[src/rtl/sdr_seq_pkg.sv]
package sdr_seq_pkg;

    typedef enum logic [3:0] {
        ST_IDLE,
        ST_PWRUP,
        ST_PRE,
        ST_PRE_W,
        ST_IAR,
        ST_IAR_W,
        ST_LMR,
        ST_LMR_W,
        ST_RUN,
        ST_RAR,
        ST_RAR_W
    } seq_state_e;

    typedef enum logic [1:0] {
        OP_NOP,
        OP_PRE,
        OP_REF,
        OP_LMR
    } sdr_op_e;

    typedef struct packed {
        logic cs_n;
        logic ras_n;
        logic cas_n;
        logic we_n;
    } sdr_pins_t;

    function automatic sdr_pins_t op_pins(sdr_op_e op);
        sdr_pins_t p;
        case (op)
            OP_PRE:  p = '{cs_n: 1'b0, ras_n: 1'b0, cas_n: 1'b1, we_n: 1'b0};
            OP_REF:  p = '{cs_n: 1'b0, ras_n: 1'b0, cas_n: 1'b0, we_n: 1'b1};
            OP_LMR:  p = '{cs_n: 1'b0, ras_n: 1'b0, cas_n: 1'b0, we_n: 1'b0};
            default: p = '{cs_n: 1'b0, ras_n: 1'b1, cas_n: 1'b1, we_n: 1'b1};
        endcase
        return p;
    endfunction

    function automatic logic is_ready_state(seq_state_e s);
        return (s == ST_RUN) || (s == ST_RAR) || (s == ST_RAR_W);
    endfunction

endpackage

[src/rtl/sdr_wait_timer.sv]
module sdr_wait_timer #(
    parameter int W = 16
) (
    input  logic         clk,
    input  logic         rst,
    input  logic         load,
    input  logic [W-1:0] load_val,
    output logic         done
);
    logic [W-1:0] cnt;

    always_ff @(posedge clk) begin
        if (rst)
            cnt <= '0;
        else if (load)
            cnt <= load_val;
        else if (cnt != '0)
            cnt <= cnt - 1'b1;
    end

    assign done = (cnt == '0);

endmodule

[src/rtl/sdr_refresh_backlog.sv]
module sdr_refresh_backlog #(
    parameter int PERW    = 16,
    parameter int BACKLOG = 4
) (
    input  logic            clk,
    input  logic            rst,
    input  logic            run,
    input  logic            clr_ovf,
    input  logic [PERW-1:0] period,
    input  logic            take,
    output logic            pend_nz,
    output logic            ovf
);
    localparam int CW = $clog2(BACKLOG + 1);
    localparam logic [CW-1:0] PMAX = CW'(BACKLOG);

    logic [PERW-1:0] rcnt;
    logic [CW-1:0]   pend;
    logic [CW-1:0]   pend_nx;
    logic            tick;
    logic            inc;
    logic            drop;

    assign tick = run && (period != '0) && (rcnt == period - 1'b1);
    assign inc  = tick && ((pend != PMAX) || take);
    assign drop = tick && (pend == PMAX) && !take;
    assign pend_nx = pend + CW'(inc) - CW'(take);

    always_ff @(posedge clk) begin
        if (rst || !run || period == '0)
            rcnt <= '0;
        else if (tick)
            rcnt <= '0;
        else
            rcnt <= rcnt + 1'b1;
    end

    always_ff @(posedge clk) begin
        if (rst || !run)
            pend <= '0;
        else
            pend <= pend_nx;
    end

    always_ff @(posedge clk) begin
        if (rst || clr_ovf)
            ovf <= 1'b0;
        else if (drop)
            ovf <= 1'b1;
    end

    assign pend_nz = (pend != '0);

    p_pend_bound_r5: assert property (@(posedge clk) disable iff (rst)
        pend <= PMAX);

    p_ovf_sticky_r6: assert property (@(posedge clk) disable iff (rst)
        (ovf && !clr_ovf) |=> ovf);

    p_take_needs_pend_r5: assert property (@(posedge clk) disable iff (rst)
        take |-> pend_nz);

endmodule

[src/rtl/sdr_ctl_seq.sv]
module sdr_ctl_seq
    import sdr_seq_pkg::*;
#(
    parameter int PUW       = 16,
    parameter int PERW      = 16,
    parameter int T_RP      = 2,
    parameter int T_RFC     = 4,
    parameter int T_MRD     = 2,
    parameter int INIT_REFS = 2,
    parameter int BACKLOG   = 4
) (
    input  logic            clk,
    input  logic            rst,
    input  logic            sdram_en,
    input  logic [PUW-1:0]  pwrup_cycles,
    input  logic [PERW-1:0] refresh_period,
    input  logic            bus_busy,
    output logic            cs_n,
    output logic            ras_n,
    output logic            cas_n,
    output logic            we_n,
    output logic            cke,
    output logic            ready,
    output logic            grant,
    output logic            refresh_ovf
);
    localparam int TW = PUW;
    localparam int RW = $clog2(INIT_REFS + 1);
    localparam logic [TW-1:0] RP_LD  = TW'(T_RP - 1);
    localparam logic [TW-1:0] RFC_LD = TW'(T_RFC - 1);
    localparam logic [TW-1:0] MRD_LD = TW'(T_MRD - 1);
    localparam logic [RW-1:0] IREFS  = RW'(INIT_REFS);

    seq_state_e      state, state_nx;
    sdr_op_e         op;
    sdr_pins_t       pins;
    logic            t_load;
    logic [TW-1:0]   t_val;
    logic            t_done;
    logic [RW-1:0]   irefs;
    logic            pend_nz;
    logic            take;
    logic            run;
    logic            init_start;

    assign run        = is_ready_state(state);
    assign take       = (state == ST_RUN) && sdram_en && pend_nz && !bus_busy;
    assign init_start = (state == ST_IDLE) && sdram_en;

    sdr_wait_timer #(.W(TW)) u_timer (
        .clk      (clk),
        .rst      (rst),
        .load     (t_load),
        .load_val (t_val),
        .done     (t_done)
    );

    sdr_refresh_backlog #(.PERW(PERW), .BACKLOG(BACKLOG)) u_backlog (
        .clk     (clk),
        .rst     (rst),
        .run     (run),
        .clr_ovf (init_start),
        .period  (refresh_period),
        .take    (take),
        .pend_nz (pend_nz),
        .ovf     (refresh_ovf)
    );

    always_comb begin
        state_nx = state;
        t_load   = 1'b0;
        t_val    = '0;
        unique case (state)
            ST_IDLE:  if (sdram_en) begin
                          state_nx = ST_PWRUP;
                          t_load   = 1'b1;
                          t_val    = pwrup_cycles;
                      end
            ST_PWRUP: if (t_done) state_nx = ST_PRE;
            ST_PRE:   begin state_nx = ST_PRE_W; t_load = 1'b1; t_val = RP_LD; end
            ST_PRE_W: if (t_done) state_nx = ST_IAR;
            ST_IAR:   begin state_nx = ST_IAR_W; t_load = 1'b1; t_val = RFC_LD; end
            ST_IAR_W: if (t_done) state_nx = (irefs == IREFS) ? ST_LMR : ST_IAR;
            ST_LMR:   begin state_nx = ST_LMR_W; t_load = 1'b1; t_val = MRD_LD; end
            ST_LMR_W: if (t_done) state_nx = ST_RUN;
            ST_RUN:   if (!sdram_en) state_nx = ST_IDLE;
                      else if (take) state_nx = ST_RAR;
            ST_RAR:   begin state_nx = ST_RAR_W; t_load = 1'b1; t_val = RFC_LD; end
            ST_RAR_W: if (t_done) state_nx = ST_RUN;
            default:  state_nx = ST_IDLE;
        endcase
    end

    always_ff @(posedge clk) begin
        if (rst)
            state <= ST_IDLE;
        else
            state <= state_nx;
    end

    always_ff @(posedge clk) begin
        if (rst || state == ST_IDLE)
            irefs <= '0;
        else if (state == ST_IAR)
            irefs <= irefs + 1'b1;
    end

    always_comb begin
        unique case (state)
            ST_PRE:         op = OP_PRE;
            ST_IAR, ST_RAR: op = OP_REF;
            ST_LMR:         op = OP_LMR;
            default:        op = OP_NOP;
        endcase
    end

    assign pins  = op_pins(op);
    assign cs_n  = pins.cs_n;
    assign ras_n = pins.ras_n;
    assign cas_n = pins.cas_n;
    assign we_n  = pins.we_n;
    assign cke   = (state != ST_IDLE) && (state != ST_PWRUP);
    assign ready = run;
    assign grant = (state == ST_RUN) && !pend_nz;

    p_no_grant_init_r3: assert property (@(posedge clk) disable iff (rst)
        grant |-> ready);

    p_cke_pwrup_r1: assert property (@(posedge clk) disable iff (rst)
        (state == ST_PWRUP) |-> !cke);

    p_grant_quiet_r7: assert property (@(posedge clk) disable iff (rst)
        grant |-> (ras_n && cas_n && we_n));

    p_busy_holds_r5: assert property (@(posedge clk) disable iff (rst)
        (state == ST_RUN && bus_busy) |=> (ras_n && cas_n));

    p_lmr_then_ready_r2: assert property (@(posedge clk) disable iff (rst)
        (state == ST_LMR) |=> !ready);

endmodule

[config.mk]
export PLATFORM = sky130hd
export DESIGN_NAME = sdr_ctl_seq
export DESIGN_NICKNAME = d
export VERILOG_FILES = /design/src/rtl/sdr_seq_pkg.sv /design/src/rtl/sdr_wait_timer.sv /design/src/rtl/sdr_refresh_backlog.sv /design/src/rtl/sdr_ctl_seq.sv
export SDC_FILE = /design/constraint.sdc
export NUM_CORES = 1
export LEC_CHECK = 0
export ABC_AREA = 1
export ABC_CLOCK_PERIOD_IN_PS = 6300
export CAP_MARGIN = 20
export CORE_MARGIN = 1
export CORE_UTILIZATION = 55
export CTS_BUF_LIST = sky130_fd_sc_hd__clkbuf_16
export CTS_CLUSTER_DIAMETER = 30
export DETAILED_ROUTE_END_ITERATION = 8
export PLACE_DENSITY = 0.8
export REMOVE_ABC_BUFFERS = 1
export SKIP_CTS_REPAIR_TIMING = 1
export SYNTH_ARGS = -nofsm -noshare
export SYNTH_HDL_FRONTEND = slang
export SYNTH_SLANG_ARGS = --single-unit
[constraint.sdc]
create_clock -name clk -period 6.3 [get_ports clk]
set_input_delay 0.63 -clock clk [delete_from_list [all_inputs] [get_ports clk]]
set_output_delay 0.63 -clock clk [all_outputs]
set_load 0.1 [all_outputs]
==> impl_metrics.ini <==
[sta]
report.final.setup_viol = 0
timing.setup.tns_ps = 0
report.final.slew_viol_count = 0
achievable_clock_frequency_mhz = 324.0
timing.slew.headroom_pct = 35.17
timing_hold_violations_final = 0
rsz0062_at_grt = no
fin_crit_sh_pct = 48.99
worst_setup_skew_after_layout_ps = 4.559
worst_slew_pin_slew_ps = 969.4
final_period_minus_worst_setup_slack_ps = 3087

[clock_tree]
tritoncts_num_sinks = 42
clk-insertion-delay-late_ps = 280
clock_path_buffers = 2
clkTransAtPathRegs_ps = 60
cts_root_buffer = clkbuf_16
tritoncts.num_buffers = 5
cts_tree = yes
number_of_h_tree_levels = 2

[critical_path]
worst_setup_path_start_kind = register
crit_required_ps = 5670
timing.critical_path.fanout_max = 9
critical_path_arrival_ps = 2460
ff2ff_setup_slack_ps = 3790
criticalPathCategory = reg -> out
setup.worst_path.end_class = output pin

[yosys]
synth-async-reset-ratio_pct = 0
ys_seq_area_share_pct = 27.36
synth_flop_cell = dfxtp_1
yosysWarnings = 0
yosys.cell_types.count = 40
post_synthesis_instance_area_um2 = 3073
gate_count_post_synth = 473
syn_avg_cell_area_um2 = 6.497
synth_enable_flop_cells = 0
synth.area.top_cells = dfxtp_1 27%, nand2_1 14%, inv_1 8.2%
number_of_synthesized_register_bits = 42
synthDominantCellAreaShare_pct = 27.36
synth_largest_area_cell = dfxtp_1

[drt]
ant_nets = 0
drt-vias-per-instance = 5.152
routed-via-count = 3024
postRouteWirelength_mm = 6.887
drc_errors_left = 0
number_of_detailed_route_iterations_in_the_first_pass = 4
dr.first_iter.drc_count = 99
wire_per_inst_um = 11.73

[placement]
port_buffers = 42
placed_cells_incl_taps = 579
gpl.final_weighted_congestion = 0.8551
dpl_cell_area_um2 = 3520
dp_hpwl_mm = 5.377

[layout]
syn_to_final_growth_pct = 19.30
drive_gt1_share_pct = 11.03
antennaDiodeCount = 0
mostFrequentLayoutCell = nand2_1
layout.cell_area.non_filler_um2 = 3666
most-common-layout-cells = 115 x nand2_1, 67 x inv_1, 60 x nor2_1, 42 x clkdlybuf4s50_1, 42 x dfxtp_1
layout.area.seq_um2 = 840.8
post-route-util_pct = 70.00
layout.cells.non_filler = 587
finalNetCount = 559
num-fill-cells = 457
area_of_the_multi_input_gates_um2 = 1893

[die]
row_count = 26
io_pins = 44
fp.dieArea_um2 = 5890
initial_core_utilization_pct = 58.67
floorplan.die.height_um = 76.75
core_region_area_um2 = 5238
die_w_um = 76.75

[run_status]
run_status = completed

[power_and_ir_drop]
pwr_density_cell_nw_per_um2 = 358.0
power.leakage_nw = 1.573
vdd.ir_drop.worst_uv = 209.8
p_total_mw = 1.312

[global_route]
grt.total_usage_pct = 25.02
grt_pass1_vias = 2842
globalRouteOverflowTotal = 0
grt_pass1_wl_mm = 12.14
antenna_violations_before_repair = 0
largest_net_degree_at_the_start_of_global_routing = 18

[worst_hold_path]
min-delay-path-class = reg -> reg

[flow_run]
drv.max_cap_violation_count = 0
-- power breakdown --
part	switching [mW]	leakage, nW	internal [mW]
logic	0.464	1.16	0.230
clock network	0.109	0.0698	0.147
registers	0.0446	0.342	0.318
total	0.618	1.57	0.694
-- cells by family (layout without fill, tap and decap cells) --
kind of cell             count (synthesis)  in the layout  share of synthesized area [%]
XOR/XNOR                                28             28                          7.981
AO/OA/AOI/OAI                           51             51                          10.63
buffers and inverters                   80            124                          11.03
other                                    1              1                         0.1220
adder cells (fa/ha/maj)                  7              7                          3.094
flip-flops                              42             42                          27.36
AND/OR/NAND/NOR                        264            264                          39.78
-- flip-flops by register name (all words and copies together) (netlist names) --
register / flops
irefs: 2
u_backlog.rcnt: 16
u_timer.cnt: 16
u_backlog.pend: 3
u_backlog.ovf: 1
state: 4
-- worst max-delay path: stages, from the launching register on --
cell	delay, ps
dfxtp_1	560
nor2_2	90
nand2_1	110
o21ai_2	100
nor2_4	160
clkdlybuf4s50_1	1150
-- per-layer routing --
metal	global-route usage, %	vias up	wire length, um
li1	-	1577	-
met1	30.05	1367	3052
met2	44.91	70	3412
met3	4.405	10	349
met4	7.500	0	72
met5	0	-	0
-- synthesized netlist by cell type, types with 2 or more instances --
library cell  count
inv_2             7
nand2_2           6
nand3_2           2
nand3_1          32
a21oi_1          21
a22oi_1           9
o21ai_2           2
nand2_1         115
nand2_4           2
nor4_1            3
o21bai_1          2
ha_1              6
nor2_4            6
dfxtp_1          42
nor3_1            9
buf_6             2
nor2_2           17
nor3_2            3
nor2_1           60
o21ai_0           7
buf_4             2
o21ai_1           3
xor2_1           21
inv_1            67
xnor2_1           7
nand4_1           6
-- worst paths after layout --
check                              from                           end  depth (start not counted)
max reg2reg       state[2]$_SDFFE_PP0P_  u_backlog.pend[2]$_SDFF_PP0_                         12
min          u_backlog.ovf$_SDFFE_PP0P_    u_backlog.ovf$_SDFFE_PP0P_                          2
min reg2reg  u_backlog.ovf$_SDFFE_PP0P_    u_backlog.ovf$_SDFFE_PP0P_                          2
max               state[2]$_SDFFE_PP0P_                         ras_n                          5
-- per-stage QoR --
stage	hold slack, ps	setup WS, ps
after floorplan	440.8	2248
after global placement	443.9	3055
after detailed placement	448.1	2960
after CTS	476.6	3218
after global routing	502.5	2959
final	472.5	3213
-- area by class of cell --
type / count / area share, %
Multi-Input combinational cell: 351 / 51.64
Sequential cell: 42 / 22.94
Timing Repair Buffer: 42 / 11.47
Tap cell: 70 / 2.389
Clock buffer: 5 / 3.413
Clock inverter: 3 / 0.5802
Inverter: 74 / 7.577
Note: power is estimated with default switching activity, not from simulation.
